[src/rtl/ilv_acc8_pkg.sv]
package ilv_acc8_pkg;
  localparam int unsigned NUM_CH = 8;
  localparam int unsigned CH_W   = $clog2(NUM_CH);
  typedef logic [CH_W-1:0] chan_t;
endpackage

[src/rtl/ilv_acc8_pos.sv]
module ilv_acc8_pos
  import ilv_acc8_pkg::*;
#(
  parameter int unsigned FRAME_LEN = 400
) (
  input  logic  clk_i,
  input  logic  rst_ni,
  input  logic  clear_i,
  input  logic  adv_i,
  input  logic  wide_i,
  output chan_t chan_o,
  output logic  last_o
);
  localparam int unsigned TOTAL = NUM_CH * FRAME_LEN;
  localparam int unsigned POS_W = $clog2(TOTAL + NUM_CH + 1);

  logic [POS_W-1:0] pos_q, pos_next;

  assign pos_next = pos_q + (wide_i ? POS_W'(NUM_CH) : POS_W'(1));
  assign last_o   = (pos_next >= POS_W'(TOTAL));
  assign chan_o   = pos_q[CH_W-1:0];

  always_ff @(posedge clk_i or negedge rst_ni) begin
    if (!rst_ni)      pos_q <= '0;
    else if (clear_i) pos_q <= '0;
    else if (adv_i)   pos_q <= last_o ? '0 : pos_next;
  end

  assert_pos_bound_R7: assert property (@(posedge clk_i) disable iff (!rst_ni)
    pos_q < POS_W'(TOTAL));
  assert_frame_wrap_R7: assert property (@(posedge clk_i) disable iff (!rst_ni)
    (adv_i && last_o && !clear_i) |=> (pos_q == '0));
  assert_pos_hold_R10: assert property (@(posedge clk_i) disable iff (!rst_ni)
    (!adv_i && !clear_i) |=> $stable(pos_q));
  assert_pos_clear_R8: assert property (@(posedge clk_i) disable iff (!rst_ni)
    clear_i |=> (pos_q == '0));
endmodule

[src/rtl/ilv_acc8_lane.sv]
module ilv_acc8_lane #(
  parameter int unsigned DATA_W = 16,
  parameter int unsigned SUM_W  = 32
) (
  input  logic              clk_i,
  input  logic              rst_ni,
  input  logic              clear_i,
  input  logic              add_en_i,
  input  logic [DATA_W-1:0] add_val_i,
  output logic [SUM_W-1:0]  sum_o
);
  logic [SUM_W-1:0] acc_q;

  // unsigned add, wraps modulo 2^SUM_W
  assign sum_o = acc_q + SUM_W'(add_val_i);

  always_ff @(posedge clk_i or negedge rst_ni) begin
    if (!rst_ni)       acc_q <= '0;
    else if (clear_i)  acc_q <= '0;
    else if (add_en_i) acc_q <= sum_o;
  end

  assert_acc_clear_R8: assert property (@(posedge clk_i) disable iff (!rst_ni)
    clear_i |=> (acc_q == '0));
  assert_acc_hold_R10: assert property (@(posedge clk_i) disable iff (!rst_ni)
    (!clear_i && !add_en_i) |=> $stable(acc_q));
endmodule

[src/rtl/ilv_acc8.sv]
module ilv_acc8
  import ilv_acc8_pkg::*;
#(
  parameter int unsigned DATA_W    = 16,
  parameter int unsigned SUM_W     = 32,
  parameter int unsigned FRAME_LEN = 400
) (
  input  logic                     clk_i,
  input  logic                     rst_ni,
  input  logic                     clear_i,
  input  logic                     wide_mode_i,
  input  logic                     in_valid_i,
  output logic                     in_ready_o,
  input  logic [NUM_CH*DATA_W-1:0] in_data_i,
  output logic                     out_valid_o,
  output logic                     out_wide_o,
  output logic [CH_W-1:0]          out_chan_o,
  output logic                     out_last_o,
  output logic [NUM_CH*SUM_W-1:0]  out_sum_o
);
  logic             accept;
  chan_t            cur_chan;
  logic             frame_last;
  logic [SUM_W-1:0] lane_sum [NUM_CH];

  assign in_ready_o = ~clear_i;
  assign accept     = in_valid_i & in_ready_o;

  ilv_acc8_pos #(.FRAME_LEN(FRAME_LEN)) u_pos (
    .clk_i   (clk_i),
    .rst_ni  (rst_ni),
    .clear_i (clear_i),
    .adv_i   (accept),
    .wide_i  (wide_mode_i),
    .chan_o  (cur_chan),
    .last_o  (frame_last)
  );

  for (genvar k = 0; k < NUM_CH; k++) begin : g_lane
    logic              en;
    logic [DATA_W-1:0] val;
    assign en  = accept & (wide_mode_i | (cur_chan == chan_t'(k)));
    assign val = wide_mode_i ? in_data_i[k*DATA_W +: DATA_W] : in_data_i[DATA_W-1:0];
    ilv_acc8_lane #(.DATA_W(DATA_W), .SUM_W(SUM_W)) u_lane (
      .clk_i     (clk_i),
      .rst_ni    (rst_ni),
      .clear_i   (clear_i),
      .add_en_i  (en),
      .add_val_i (val),
      .sum_o     (lane_sum[k])
    );
  end

  always_ff @(posedge clk_i or negedge rst_ni) begin
    if (!rst_ni) begin
      out_valid_o <= 1'b0;
      out_wide_o  <= 1'b0;
      out_chan_o  <= '0;
      out_last_o  <= 1'b0;
      out_sum_o   <= '0;
    end else begin
      out_valid_o <= accept;
      out_last_o  <= accept & frame_last;
      if (accept) begin
        out_wide_o <= wide_mode_i;
        out_chan_o <= wide_mode_i ? '0 : cur_chan;
        for (int k = 0; k < NUM_CH; k++) begin
          if (wide_mode_i) out_sum_o[k*SUM_W +: SUM_W] <= lane_sum[k];
          else if (k == 0) out_sum_o[k*SUM_W +: SUM_W] <= lane_sum[cur_chan];
          else             out_sum_o[k*SUM_W +: SUM_W] <= '0;
        end
      end
    end
  end

  assert_one_cycle_R3: assert property (@(posedge clk_i) disable iff (!rst_ni)
    (in_valid_i && in_ready_o) |=> out_valid_o);
  assert_no_spurious_R10: assert property (@(posedge clk_i) disable iff (!rst_ni)
    !(in_valid_i && in_ready_o) |=> !out_valid_o);
  assert_clear_blocks_R8: assert property (@(posedge clk_i) disable iff (!rst_ni)
    clear_i |=> !out_valid_o);
  assert_narrow_upper_R2: assert property (@(posedge clk_i) disable iff (!rst_ni)
    (out_valid_o && !out_wide_o) |-> (out_sum_o[NUM_CH*SUM_W-1:SUM_W] == '0));
  assert_wide_chan_R4: assert property (@(posedge clk_i) disable iff (!rst_ni)
    (out_valid_o && out_wide_o) |-> (out_chan_o == '0));
  assert_last_valid_R7: assert property (@(posedge clk_i) disable iff (!rst_ni)
    out_last_o |-> out_valid_o);
endmodule

[config.mk]
export PLATFORM = sky130hd
export DESIGN_NAME = ilv_acc8
export DESIGN_NICKNAME = d
export VERILOG_FILES = /design/src/rtl/ilv_acc8_pkg.sv /design/src/rtl/ilv_acc8_pos.sv /design/src/rtl/ilv_acc8_lane.sv /design/src/rtl/ilv_acc8.sv
export SDC_FILE = /design/constraint.sdc
export NUM_CORES = 1
export LEC_CHECK = 0
export BUFFER_PORTS_ARGS = -buffer_cell sky130_fd_sc_hd__buf_4
export CAP_MARGIN = 20
export CORE_UTILIZATION = 37
export DETAILED_ROUTE_END_ITERATION = 10
export SLEW_MARGIN = 20
export SYNTH_ARGS = -nofsm -noshare
export SYNTH_HDL_FRONTEND = slang
export SYNTH_SLANG_ARGS = --single-unit
[constraint.sdc]
create_clock -name clk_i -period 4.2 [get_ports clk_i]
set_input_delay 0.63 -clock clk_i [delete_from_list [all_inputs] [get_ports clk_i]]
set_output_delay 0.63 -clock clk_i [all_outputs]
set_load 0.03 [all_outputs]
==> results by stage <==
STA:
- After layout, the minimum clock period comes to 3779 ps.
- Setup repair after global routing left no endpoint under its margin.
- The worst max-slew margin expressed relative to the limit is between 20% and 30%.
- The fmax is 264.6 MHz.
- Setup violations remaining at the end of the flow were counted as 0.
- The clock arrives with about 34 ps of skew.
- The number of endpoints with negative hold slack in the final report is 0.
- The final clock period utilization by the worst path is 89.98%.
- The number of slew-limit violations in the final report was 0.
- For the pin with the worst max-slew slack, the measured transition is about 1100 ps.

Pwr:
- The share of total power consumed by net switching is approximately a third.
- The share of total power dissipated in combinational logic is roughly 28%.
- The maximum ir drop on the vdd rail is approximately 0.00021 V.
- The relative contribution of the clock network to total power is between 30% and 40%.
- The sequential share of power is between 30% and 40%.
- The leakage dissipation is between 0.015 and 0.02 uW.
- Dividing total power by cell area gives a power density of 391.4 mW/mm^2.
- The cell internal power dissipation is ~11000 uW.
- The net switching power figure is ~5500 uW.

Critical path:
- The worst setup path is of the input pin to flip-flop kind.
- In this run the worst path has a maximum fanout of 20.
- The worst setup path is captured at a flip-flop.
- The worst setup path startpoint is wide_mode_i.
- In this run the critical register-to-register path is launched from g_lane[4].u_lane.acc_q[0]$_DFFE_PN0P_.
- The worst setup path is launched from an input pin.
- The endpoint arrival time on the critical path is 4290 ps.
- The required time at the endpoint of the critical path is between 4000 and 5000 ps.

Floorplanning:
- The number of top-level pins is 396.
- The placement row count is about 110.
- The starting density of the core is a little under two fifths.
- The core area is approximately 0.085 sq mm.
- The vertical die dimension is slightly below 300 um.
- Measured along the x axis, the die boundary spans 295.2 um.
- The die covers just under 0.09 sq mm.

Synth:
- By area, the combinational part of the netlist is dominated by simple AND/OR/NAND/NOR gates.
- The netlist uses 102 different library cells.
- The portion of the post-synthesis area used by sequential elements is a little over two fifths.
- For this run, the number of Yosys warnings is 0.
- The post-synthesis mux area share is ~1.1%.
- Summing every instance area after synthesis gives around 0.032 sq mm.
- Counting every net in the synthesized netlist gives between 3000 and 4000.
- After Yosys synthesis, full adders, half adders and majority gates account for ~5.7% of the synthesized area.
- The post-synthesis async set-or-reset flop share is between 90% and 100%.
- The synthesized netlist devotes under 10% of its cell area to XOR and XNOR gates.
- Of the total synthesized cell area, the portion taken by AND, OR, NAND and NOR gates is 20.66%.
- In this run, synthesis inferred 0 flip-flops with an integrated enable.
- The post-synthesis instance total is ~3700.
- Summing the areas of all compound-gate instances in the mapped netlist gives about 19% of the synthesized area.
- The leading register cell type out of synthesis is sky130_fd_sc_hd__dfrtp_1.
- The number of register bits inferred by synthesis is 530.
- In this run the mean area of a mapped cell was roughly 8.6 sq um.

Global route:
- The first global-routing pass estimated 193200 um of wire.
- Summed over all layers, the global routing overflow is 0.
- The initial antenna violation count came to 5.
- Global routing used roughly 30% of the available tracks across all layers.
- The number of global-route vias before repair came to between 20000 and 30000.
- Entering global routing, the biggest net connects 99 pins.

Drt:
- For this block, the routed nets add up to between 100000 and 150000 um of wire.
- After detailed routing, the number of remaining DRC violations is 4.
- Dividing the detail-routed wire length by the instance count gives roughly 24 um.
- The via-per-instance ratio is approximately 5.6.
- The first-pass iteration count of the detailed router is 8.
- The first routing iteration left ~3000 violations.
- Detailed routing inserted a total of 31280 vias.
- The count of nets left with antenna violations once routing finished came out at 0.

Flow run:
- The tool flagged a number of max-cap violations equal to 0.

Placed design:
- The routability congestion estimate from global placement is around 1.
- The count of input and output buffers is 395.
- The HPWL after detailed placement is around 100000 um.
- After detailed placement, the total cell area comes to ~0.039 sq mm.

Layout:
- The fraction of layout cells with a size suffix above 1 is 22.18%.
- Summing all non-filler instances in the final layout gives an area of 0.04101 sq mm.
- Compared with the post-synthesis result, the final layout area differs by 28.92%.
- The filler cells instantiated in the layout total about 8400.
- The utilization after layout is 48.17%.
- The number of nets in the layout is between 4000 and 5000.

Status:
- The checks that failed: design-rule violations.
- The flow ran to the end, but the final reports show violations.

Clock network:
- The number of setup buffers added after CTS is 0.
- CTS placed an instance of sky130_fd_sc_hd__clkbuf_16 at the clock tree root.
- The H-tree depth reported by CTS is 2.
- The TritonCTS buffer count is 61.
- The CTS sink count is 530.
- The count of hold-fix buffers inserted at cts is 0.
- The CTS clock-pin slew for the worst setup and hold paths is 70 ps.
- In this run, post-CTS repair resized a total of 0 instances.
- The clock passes through at most 3 buffers.
- TritonCTS built the clock tree.
- At the later pin of the worst-skew pair, clock insertion delay measures 670 ps.

Hold path:
- In this run the worst hold path is classified as input pin to asynchronous set/reset pin.
-- registers in the layout, indices dropped and copies added (netlist names) --
signal and flops:
out_sum_o 256, out_last_o 1, out_wide_o 1, out_valid_o 1, u_pos.pos_q 12, g_lane.u_lane.acc_q 256
out_chan_o 3
-- layer usage --
layer  vias up  GRT usage, %  wire, um  part of all wire [%]
met2      1289         45.53     58680                    44
met4         4         11.39      5598                   4.2
met1     15350         41.32     57250                    43
met3       241         5.443     10380                   7.9
met5         -             0        24                 0.018
li1      14390             -         -                     -
-- cell usage in the layout (no fill, tap or decap), types with 10 or more instances in the layout --
master,Yosys,routed
sky130_fd_sc_hd__o211ai_1,34,34
sky130_fd_sc_hd__nand2_1,733,732
sky130_fd_sc_hd__a21oi_1,200,200
sky130_fd_sc_hd__or3_1,40,40
sky130_fd_sc_hd__xor2_1,112,112
sky130_fd_sc_hd__a31oi_1,17,17
sky130_fd_sc_hd__a211oi_1,29,29
sky130_fd_sc_hd__nand4_1,43,43
sky130_fd_sc_hd__nor4_1,13,13
sky130_fd_sc_hd__nand2b_1,17,17
sky130_fd_sc_hd__a22o_1,87,87
sky130_fd_sc_hd__inv_1,65,64
sky130_fd_sc_hd__o21bai_1,20,20
sky130_fd_sc_hd__mux2i_1,11,11
sky130_fd_sc_hd__clkbuf_16,0,61
sky130_fd_sc_hd__nor2b_1,18,18
sky130_fd_sc_hd__nand3_1,207,207
sky130_fd_sc_hd__a22oi_1,16,16
sky130_fd_sc_hd__and2_1,22,22
sky130_fd_sc_hd__buf_4,3,780
sky130_fd_sc_hd__xnor2_1,197,197
sky130_fd_sc_hd__a21o_1,46,46
sky130_fd_sc_hd__clkinv_2,0,14
sky130_fd_sc_hd__clkinvlp_4,0,10
sky130_fd_sc_hd__o31ai_1,14,14
sky130_fd_sc_hd__o22ai_1,21,21
sky130_fd_sc_hd__o21ai_0,322,317
sky130_fd_sc_hd__buf_12,0,21
sky130_fd_sc_hd__and3_1,29,29
sky130_fd_sc_hd__nor2_1,258,256
sky130_fd_sc_hd__dfrtp_1,530,528
sky130_fd_sc_hd__o21a_1,16,16
sky130_fd_sc_hd__o21ai_1,16,20
sky130_fd_sc_hd__nor3_1,68,68
sky130_fd_sc_hd__ha_1,131,131
sky130_fd_sc_hd__bufinv_16,0,10
-- cell type report --
class	count	area, sq um	area share [%]
sequential	530	13270	32.35
clock buffer	71	1614	3.936
multi-input combinational	2909	17610	42.93
tap	1144	1431	3.490
inverter	67	252.7	0.6163
clock inverter	42	534.3	1.303
timing repair buffer	803	6302	15.37
antenna	1	2.502	0.006102
-- worst max-delay path, stage by stage --
cell	delay, ps
sky130_fd_sc_hd__buf_6	110
sky130_fd_sc_hd__inv_1	120
sky130_fd_sc_hd__buf_12	180
sky130_fd_sc_hd__nand2_1	180
sky130_fd_sc_hd__nand2_1	100
sky130_fd_sc_hd__ha_1	230
sky130_fd_sc_hd__fa_1	430
sky130_fd_sc_hd__a21o_1	220
sky130_fd_sc_hd__a31oi_2	260
sky130_fd_sc_hd__nor4b_2	110
sky130_fd_sc_hd__o311a_1	480
sky130_fd_sc_hd__buf_4	180
sky130_fd_sc_hd__o21ai_2	170
sky130_fd_sc_hd__or3_1	150
sky130_fd_sc_hd__a21oi_1	80
sky130_fd_sc_hd__o41ai_1	480
sky130_fd_sc_hd__o211ai_1	160
-- path summary, 6_finish.rpt --
check | endpoint | slack (ps) | depth (start not counted)
setup / recovery | out_sum_o[26]$_DFFE_PN0P_ | 420 | 17
hold / removal | out_sum_o[100]$_DFFE_PN0P_ | 40 | 1
setup reg to reg | out_sum_o[26]$_DFFE_PN0P_ | 710 | 12
hold reg to reg | out_sum_o[52]$_DFFE_PN0P_ | 470 | 2
max in group asynchronous | out_sum_o[198]$_DFFE_PN0P_ | 3040 | 3
min in group clk_i | g_lane[0].u_lane.acc_q[1]$_DFFE_PN0P_ | 420 | 4
-- cell families after synthesis --
logic type,count (synthesis)
multiplexers,25
buffers and inverters,249
flip-flops,530
AO/OA/AOI/OAI,950
AND/OR/NAND/NOR,1485
adder cells (fa/ha/maj),139
XOR/XNOR,310
-- cells in the mapped netlist (all sizes together), types with 9 or more instances --
library cell,count,area (sq um)
a211oi,32,255.3
o21bai,20,150.1
o21a,17,135.1
a22oi,16,120.1
or3,40,250.2
o221ai,9,78.83
nor3,70,366.6
nand3,208,1046
o211ai,37,292.8
nor2,258,968.4
nor2b,18,112.6
clkbuf,150,583.1
ha,131,1639
and3,30,192.7
a22o,87,762.0
nor4,14,102.6
o31ai,14,105.1
xnor2,197,1725
xor2,113,997.2
a21o,46,345.3
and2,23,145.1
and4,9,80.08
o21ai,340,1709
a21oi,202,1018
nand2,734,2758
inv,67,251.5
mux2i,11,110.1
a21boi,9,71.32
o22ai,21,131.4
a31oi,20,143.9
nand2b,17,106.4
a221oi,10,93.84
dfrtp,530,13260
nand4,43,269.0
buf,32,142.6
-- power groups by stage --
stage / registers (uW) / clock network, uW / logic (uW)
floorplan: 6270 / 0 / 1890
global route: 5830 / 6100 / 4690
finish: 5800 / 5840 / 4410
CTS: 5790 / 5910 / 4370
global placement: 5880 / 0 / 4330
detailed placement: 5880 / 0 / 4350
-- stage by stage --
step	total power, uW	std cells	hold WS (ps)	TNS (ps)	setup slack, ps
after detailed placement	10230	5453	461.5	-596.2	-164.0
after floorplan	8163	3688	334.4	0	13.11
final	16050	5567	35.88	0	421.0
after global placement	10210	5453	454.1	-566.2	-215.6
after global routing	16630	5566	94.31	0	156.6
after CTS	16070	5566	72.21	0	493.4
No activity file was read; power rests on OpenSTA's default activity.
